`config.mk`:
```
export PLATFORM = sky130hd
export DESIGN_NAME = dbi_reg_reader
export DESIGN_NICKNAME = d
export VERILOG_FILES = /design/src/rtl/dbi_rd_pkg.sv /design/src/rtl/dbi_rd_divider.sv /design/src/rtl/dbi_rd_serdes.sv /design/src/rtl/dbi_rd_align.sv /design/src/rtl/dbi_reg_reader.sv
export SDC_FILE = /design/constraint.sdc
export NUM_CORES = 1
export LEC_CHECK = 0
export ABC_CLOCK_PERIOD_IN_PS = 2000
export CORE_MARGIN = 10
export CORE_UTILIZATION = 58
export CTS_CLUSTER_DIAMETER = 100
export DETAILED_ROUTE_END_ITERATION = 8
export PLACE_DENSITY = 0.81
export SYNTH_ARGS = -nofsm -noshare
export SYNTH_HDL_FRONTEND = slang
export SYNTH_SLANG_ARGS = --single-unit
```
`constraint.sdc`:
```
create_clock -name clk -period 2 [get_ports clk]
set_input_delay 0.3 -clock clk [delete_from_list [all_inputs] [get_ports clk]]
set_output_delay 0.3 -clock clk [all_outputs]
set_load 0.05 [all_outputs]
```
`src/rtl/dbi_rd_pkg.sv`:
```
package dbi_rd_pkg;

  typedef enum logic [0:0] {
    ST_IDLE = 1'b0,
    ST_RUN  = 1'b1
  } rd_state_e;

  // opcodes the controller answers with data
  function automatic logic op_readable(input logic [7:0] op);
    case (op)
      8'h04, 8'h06, 8'h07, 8'h08, 8'h09, 8'h0A, 8'h0B, 8'h0C, 8'h0D, 8'h0E,
      8'h0F, 8'h2E, 8'h3E, 8'h45, 8'h52, 8'h54, 8'h56, 8'h5F, 8'hA1, 8'hA8:
        return 1'b1;
      default:
        return 1'b0;
    endcase
  endfunction

  // opcodes whose answer starts with one dummy clock
  function automatic logic op_dummy_lead(input logic [7:0] op);
    return (op == 8'h04) || (op == 8'h09);
  endfunction

endpackage

```
`src/rtl/dbi_rd_divider.sv`:
```
module dbi_rd_divider #(
  parameter int HALF = 4
) (
  input  logic clk,
  input  logic rst,
  input  logic run,
  output logic tick
);
  localparam int CW = (HALF > 1) ? $clog2(HALF) : 1;

  logic [CW-1:0] cnt;

  always_ff @(posedge clk) begin
    if (rst || !run) begin
      cnt  <= '0;
      tick <= 1'b0;
    end else if (cnt == CW'(HALF - 1)) begin
      cnt  <= '0;
      tick <= 1'b1;
    end else begin
      cnt  <= cnt + 1'b1;
      tick <= 1'b0;
    end
  end
endmodule

```
`src/rtl/dbi_rd_serdes.sv`:
```
module dbi_rd_serdes #(
  parameter int RAW_W = 40,
  parameter int CNT_W = 6
) (
  input  logic             clk,
  input  logic             rst,
  input  logic             start,
  input  logic [7:0]       cmd,
  input  logic [CNT_W-1:0] last_bit,
  input  logic             tick,
  input  logic             miso,
  output logic             active,
  output logic             sclk,
  output logic             cs_n,
  output logic             dcx,
  output logic             mosi,
  output logic             fin,
  output logic [RAW_W-1:0] raw
);
  logic [7:0]       txsh;
  logic [CNT_W-1:0] bitno;

  always_ff @(posedge clk) begin
    if (rst) begin
      active <= 1'b0;
      sclk   <= 1'b0;
      cs_n   <= 1'b1;
      dcx    <= 1'b1;
      mosi   <= 1'b0;
      fin    <= 1'b0;
      raw    <= '0;
      txsh   <= '0;
      bitno  <= '0;
    end else begin
      fin <= 1'b0;
      if (start && !active) begin
        active <= 1'b1;
        cs_n   <= 1'b0;
        dcx    <= 1'b0;
        sclk   <= 1'b0;
        mosi   <= cmd[7];
        txsh   <= {cmd[6:0], 1'b0};
        bitno  <= '0;
        raw    <= '0;
      end else if (active && tick) begin
        if (!sclk) begin
          // rising edge: sample only once the opcode is out
          sclk <= 1'b1;
          if (bitno >= CNT_W'(8)) raw <= {raw[RAW_W-2:0], miso};
        end else begin
          sclk <= 1'b0;
          if (bitno == last_bit) begin
            active <= 1'b0;
            cs_n   <= 1'b1;
            dcx    <= 1'b1;
            mosi   <= 1'b0;
            fin    <= 1'b1;
          end else begin
            bitno <= bitno + 1'b1;
            mosi  <= txsh[7];
            txsh  <= {txsh[6:0], 1'b0};
          end
        end
      end
    end
  end
endmodule

```
`src/rtl/dbi_rd_align.sv`:
```
module dbi_rd_align #(
  parameter int OUT_BYTES = 4,
  parameter int RAW_W     = 40,
  parameter int NB_W      = 3
) (
  input  logic [RAW_W-1:0]       raw,
  input  logic [NB_W-1:0]        rx_bytes,
  input  logic                   skip_bit,
  input  logic [NB_W-1:0]        keep_bytes,
  output logic [8*OUT_BYTES-1:0] data
);
  localparam int OUT_W = 8 * OUT_BYTES;
  localparam int SH_W  = $clog2(RAW_W + 1);

  logic [SH_W-1:0]  amt;
  logic [OUT_W-1:0] top_part;

  // left-justify the received stream, dropping the dummy bit if present
  assign amt      = SH_W'(RAW_W) - SH_W'({rx_bytes, 3'b000}) + SH_W'(skip_bit);
  assign top_part = OUT_W'((raw << amt) >> (RAW_W - OUT_W));

  for (genvar i = 0; i < OUT_BYTES; i++) begin : g_lane
    assign data[8*i +: 8] = (NB_W'(i) < keep_bytes) ? top_part[OUT_W-1-8*i -: 8] : 8'h00;
  end
endmodule

```
`src/rtl/dbi_reg_reader.sv`:
```
module dbi_reg_reader
  import dbi_rd_pkg::*;
#(
  parameter int CLK_HZ      = 250_000_000,
  parameter int BUS_MAX_HZ  = 20_000_000,
  parameter int READ_CAP_HZ = 2_000_000,
  parameter int LEN_MAX     = 4,
  parameter int LEN_W       = 3
) (
  input  logic                 clk,
  input  logic                 rst,
  input  logic                 req_start,
  input  logic [7:0]           req_opcode,
  input  logic [LEN_W-1:0]     req_len,
  output logic                 busy,
  output logic                 done,
  output logic                 err,
  output logic [8*LEN_MAX-1:0] rdata,
  output logic                 spi_cs_n,
  output logic                 spi_sclk,
  output logic                 spi_mosi,
  input  logic                 spi_miso,
  output logic                 spi_dcx
);
  localparam int RD_HZ    = (BUS_MAX_HZ / 2 < READ_CAP_HZ) ? BUS_MAX_HZ / 2 : READ_CAP_HZ;
  localparam int HALF_RAW = (CLK_HZ + 2 * RD_HZ - 1) / (2 * RD_HZ);
  localparam int HALF     = (HALF_RAW < 2) ? 2 : HALF_RAW;
  localparam int RX_MAX   = LEN_MAX + 1;
  localparam int RAW_W    = 8 * RX_MAX;
  localparam int BITS_MAX = 8 + RAW_W;
  localparam int CNT_W    = $clog2(BITS_MAX);
  localparam int NB_W     = $clog2(RX_MAX + 1);
  localparam int OUT_W    = 8 * LEN_MAX;

  rd_state_e        state;
  logic             lead_d, len_ok_d, legal_d, go;
  logic [NB_W-1:0]  rxn_d, rxn_q, keep_q;
  logic             lead_q;
  logic [CNT_W-1:0] last_d, last_q;
  logic             tick, active, fin;
  logic [RAW_W-1:0] raw;
  logic [OUT_W-1:0] aligned;

  always_comb begin
    lead_d   = op_dummy_lead(req_opcode);
    len_ok_d = lead_d ? (req_len == LEN_W'(3) || req_len == LEN_W'(4))
                      : (req_len != '0 && req_len <= LEN_W'(LEN_MAX));
    legal_d  = op_readable(req_opcode) && len_ok_d;
    rxn_d    = NB_W'(req_len) + NB_W'(lead_d);
    last_d   = CNT_W'({rxn_d, 3'b111});
    go       = req_start && (state == ST_IDLE) && legal_d;
  end

  always_ff @(posedge clk) begin
    if (rst) begin
      state  <= ST_IDLE;
      busy   <= 1'b0;
      done   <= 1'b0;
      err    <= 1'b0;
      rdata  <= '0;
      rxn_q  <= '0;
      keep_q <= '0;
      lead_q <= 1'b0;
      last_q <= '0;
    end else begin
      done <= 1'b0;
      case (state)
        ST_IDLE: begin
          if (req_start) begin
            if (legal_d) begin
              state  <= ST_RUN;
              busy   <= 1'b1;
              rxn_q  <= rxn_d;
              keep_q <= NB_W'(req_len);
              lead_q <= lead_d;
              last_q <= last_d;
            end else begin
              done  <= 1'b1;
              err   <= 1'b1;
              rdata <= '0;
            end
          end
        end
        ST_RUN: begin
          if (fin) begin
            state <= ST_IDLE;
            busy  <= 1'b0;
            done  <= 1'b1;
            err   <= 1'b0;
            rdata <= aligned;
          end
        end
        default: state <= ST_IDLE;
      endcase
    end
  end

  dbi_rd_divider #(.HALF(HALF)) u_div (
    .clk  (clk),
    .rst  (rst),
    .run  (active),
    .tick (tick)
  );

  dbi_rd_serdes #(.RAW_W(RAW_W), .CNT_W(CNT_W)) u_ser (
    .clk      (clk),
    .rst      (rst),
    .start    (go),
    .cmd      (req_opcode),
    .last_bit (last_q),
    .tick     (tick),
    .miso     (spi_miso),
    .active   (active),
    .sclk     (spi_sclk),
    .cs_n     (spi_cs_n),
    .dcx      (spi_dcx),
    .mosi     (spi_mosi),
    .fin      (fin),
    .raw      (raw)
  );

  dbi_rd_align #(.OUT_BYTES(LEN_MAX), .RAW_W(RAW_W), .NB_W(NB_W)) u_align (
    .raw        (raw),
    .rx_bytes   (rxn_q),
    .skip_bit   (lead_q),
    .keep_bytes (keep_q),
    .data       (aligned)
  );
endmodule

```
==> results.ini <==
[global_route]
gr-usage-all-layers_pct = 20.6
grt_overflow = 0
grt_util_met1_pct = 28.3
met2_usage_pct = 32.4
busiest_layer = met2
grt_max_degree = 49
grt_pass1_wl_um = 24500
grt_antenna_before_repair = 0
use_met3_pct = 3.90
grt_pass1_vias = 4893

[sta]
hold_viol_final = 0
finClkSkew_ps = 14.7
setup_viol = 0
final-max-slew-violation-count = 0
relSlewSlack_pct = 56.6
whs_ps = 402
fmax_ghz = 0.515
tightest_slew_ps = 647
period_minus_slack_ps = 1940
fin_crit_sh_pct = 97.2

[worst_setup_path]
critPathTopFamily = buffers and inverters
path_max_fanout = 10
r2r_end = rdata[2]$_SDFFE_PP0P_
cp_cell_sequence = dlygate4sd2_1 > nor3b_1 > o311ai_4 > nand2b_1 > o221ai_4 > clkbuf_16 > o32ai_1
worstPathRequired_ps = 2270
rr_worst_depth = 6
arrival_ps = 2210
cp-start-kind = input port
path_buf_inv = 2
r2r_start = lead_q$_SDFFE_PP0P_
endpoint_kind = flip-flop
cpPeakStageDelay_ps = 490
cp.depth = 7
crit_type = in2reg
ff2ff_setup_slack_ps = 160
slowest_stage = dlygate4sd2_1

[detailed_routing]
wl_per_cell_um = 18.1
postRouteAntennaNets = 0
vias = 5182
drt_iter0_markers = 403
via_per_inst = 5.99
drc = 0
routed_wl_um = 15700
dr.pass1.iters = 7

[hold_path]
hold_class = in2reg
hold_end = keep_q[0]$_SDFFE_PP0P_
whs_path_depth = 4
hold_start = req_len[0]

[power]
p_leak_nw = 2.44
switching_share_pct = 24.1
seqPwrFrac_pct = 54.8
fin_total_pwr_mw = 3.99
clock_power_share_pct = 35.0
vdd_drop_max_mv = 0.452
power_density_nw_per_um2 = 563
internal_power_mw = 3.03
p_switching_mw = 0.959
combPwrFrac_pct = 10.2

[finish]
final_common_cell = nand2_1
seqCellArea_um2 = 2180
drive_above_1_share_pct = 16.7
diodes = 0
fillers = 704
multiInputGateArea_um2 = 3360
mostFrequentLayoutCells = 140 x nand2_1, 108 x dfxtp_1, 59 x a21oi_1
fin_nets = 752
areaGrowthSynthToFinish_pct = 25.7

[synth]
async_flop_share_pct = 0
synthAdderAreaFrac_pct = 1.33
muxShareOfSynthArea_pct = 14.4
synth-simple-area-share_pct = 22.0
syn_area_per_cell_um2 = 8.63
ys_ff_latch = 109
synth-compound-area-share_pct = 16.7
synth-xor-area-share_pct = 2.18
syn-cell-area_um2 = 5630
yosysSeqAreaShare_pct = 38.7
ys_warn_count = 0
synth_cell_types = 57
synth_top_family_by_area = simple AND/OR/NAND/NOR gates
ys.flop_type = dfxtp_1
synth-edff-count = 0
syn_inst = 653
synth_nets = 674

[cts]
cts_tree = done
cts.sinks = 109
clockBufferDepth = 2
numCtsBuffers = 9
htree_num_levels = 3
cts_hold_buf = 0
cts_root_buf = clkbuf_8
clk_pin_slew_ps = 90
clk_latency_ps = 370

[die]
design.core.area_um2 = 9330
die-area_um2 = 14100
die_x_um = 119
die_h_um = 119
rows = 35
initial_utilization_pct = 60.4
io_pins = 54

[status]
status = finished clean

[placement]
port_buffers = 53
gp_congestion = 0.969
hpwlAfterDp_um = 10900

[job]
cap_violations = 0

sequential cells by signal (all words and copies together), names as in the netlist:
register	flops
busy	1
rdata	32
state	1
u_ser.txsh	7
u_ser.bitno	6
u_ser.fin	1
rxn_q	3
lead_q	1
done	1
u_ser.cs_n	1
u_ser.raw	40
u_ser.sclk	1
u_div.tick	1
u_div.cnt	6
last_q	1
u_ser.mosi	1
err	1
keep_q	3
u_ser.active	1
logic make-up after synthesis:
| group | Yosys count |
|---|---|
| adder cells (fa/ha/maj) | 6 |
| AND/OR/NAND/NOR | 255 |
| flip-flops | 109 |
| XOR/XNOR | 14 |
| AO/OA/AOI/OAI | 141 |
| multiplexers | 70 |
| buffers and inverters | 58 |
synthesized netlist by cell type, drive strengths merged, types with 2 or more instances:
| cell | number | area [um2] |
|---|---|---|
| a211oi | 2 | 15.0 |
| a21o | 3 | 22.5 |
| a21oi | 59 | 295 |
| a2bb2oi | 7 | 61.3 |
| a311oi | 5 | 43.8 |
| a31oi | 2 | 12.5 |
| a32oi | 7 | 61.3 |
| and2 | 2 | 12.5 |
| and3 | 3 | 18.8 |
| and3b | 2 | 17.5 |
| and4 | 2 | 17.5 |
| buf | 22 | 126 |
| clkbuf | 24 | 90.1 |
| dfxtp | 109 | 2180 |
| ha | 6 | 75.1 |
| inv | 12 | 45.0 |
| mux2 | 9 | 101 |
| mux2i | 53 | 531 |
| mux4 | 8 | 180 |
| nand2 | 142 | 533 |
| nand2b | 33 | 206 |
| nand3 | 15 | 75.1 |
| nand4 | 3 | 18.8 |
| nor2 | 19 | 71.3 |
| nor2b | 2 | 12.5 |
| nor3 | 9 | 50.1 |
| nor3b | 7 | 57.6 |
| nor4 | 3 | 33.8 |
| nor4b | 2 | 17.5 |
| nor4bb | 4 | 40.0 |
| o2111a | 2 | 22.5 |
| o2111ai | 2 | 35.0 |
| o211ai | 4 | 30.0 |
| o21ai | 19 | 95.1 |
| o22ai | 16 | 100 |
| o32ai | 8 | 70.1 |
| or3 | 3 | 18.8 |
| or4 | 2 | 18.8 |
| xnor2 | 6 | 52.6 |
| xor2 | 8 | 70.1 |
worst min-delay path, stage by stage:
cell	delay (ps)
dlymetal6s2s_1	150
buf_4	160
nand3_1	60
a21oi_1	50
worst max-delay path by stage:
stage / startpoint / to / slack, ps
after floorplan: rxn_q[0]$_SDFFE_PP0P_ / rdata[0]$_SDFFE_PP0P_ / 230
after global placement: req_opcode[1] / u_ser.txsh[6]$_SDFFE_PP0P_ / -350
after detailed placement: req_opcode[1] / u_ser.txsh[4]$_SDFFE_PP0P_ / -410
after CTS: req_opcode[5] / u_ser.bitno[4]$_SDFFE_PP0P_ / 1
after global routing: req_opcode[1] / rdata[16]$_SDFFE_PP0P_ / -20
final: req_opcode[1] / rdata[12]$_SDFFE_PP0P_ / 60
layer usage:
metal	vias to the layer above	share of wire, %
met5	-	0
met4	0	0.97
met3	18	7.2
met2	216	48
met1	2478	44
li1	2470	-
layout make-up:
| class | instances | share of cell area [%] |
|---|---|---|
| Clock buffer | 12 | 2.19 |
| Clock inverter | 4 | 0.795 |
| Inverter | 12 | 0.636 |
| Multi-Input combinational cell | 486 | 47.4 |
| Sequential cell | 109 | 30.8 |
| Tap cell | 129 | 2.28 |
| Timing Repair Buffer | 113 | 15.9 |
power by group through the flow:
stage                     registers (mW)  clock network (mW)  logic [mW]
after CTS                           2.19                1.41       0.337
final                               2.19                1.40       0.405
after floorplan                     2.25                   0       0.168
after global routing                2.19                1.50       0.428
after detailed placement            2.24                   0       0.330
after global placement              2.24                   0       0.322
stage by stage:
| step | std cells | TNS [ps] | utilization, % | area (um2) | setup WS [ps] |
|---|---|---|---|---|---|
| final | 865 | 0 | 75.9 | 7080 | 56.5 |
| after global routing | 865 | -36.6 | 75.9 | 7080 | -15.2 |
| after CTS | 858 | 0 | 73.0 | 6810 | 1.37 |
| after detailed placement | 842 | -33060 | 70.5 | 6570 | -406 |
| after global placement | 842 | -29740 | 70.5 | 6570 | -352 |
| after floorplan | 653 | 0 | - | 5630 | 232 |
timing repair:
action	in CTS	in global routing
gates cloned	0	4
setup endpoints to repair	8	94
pin swaps	1	10
resized for setup	6	30
buffers inserted	0	3
Note: power is estimated with default switching activity, not from simulation.
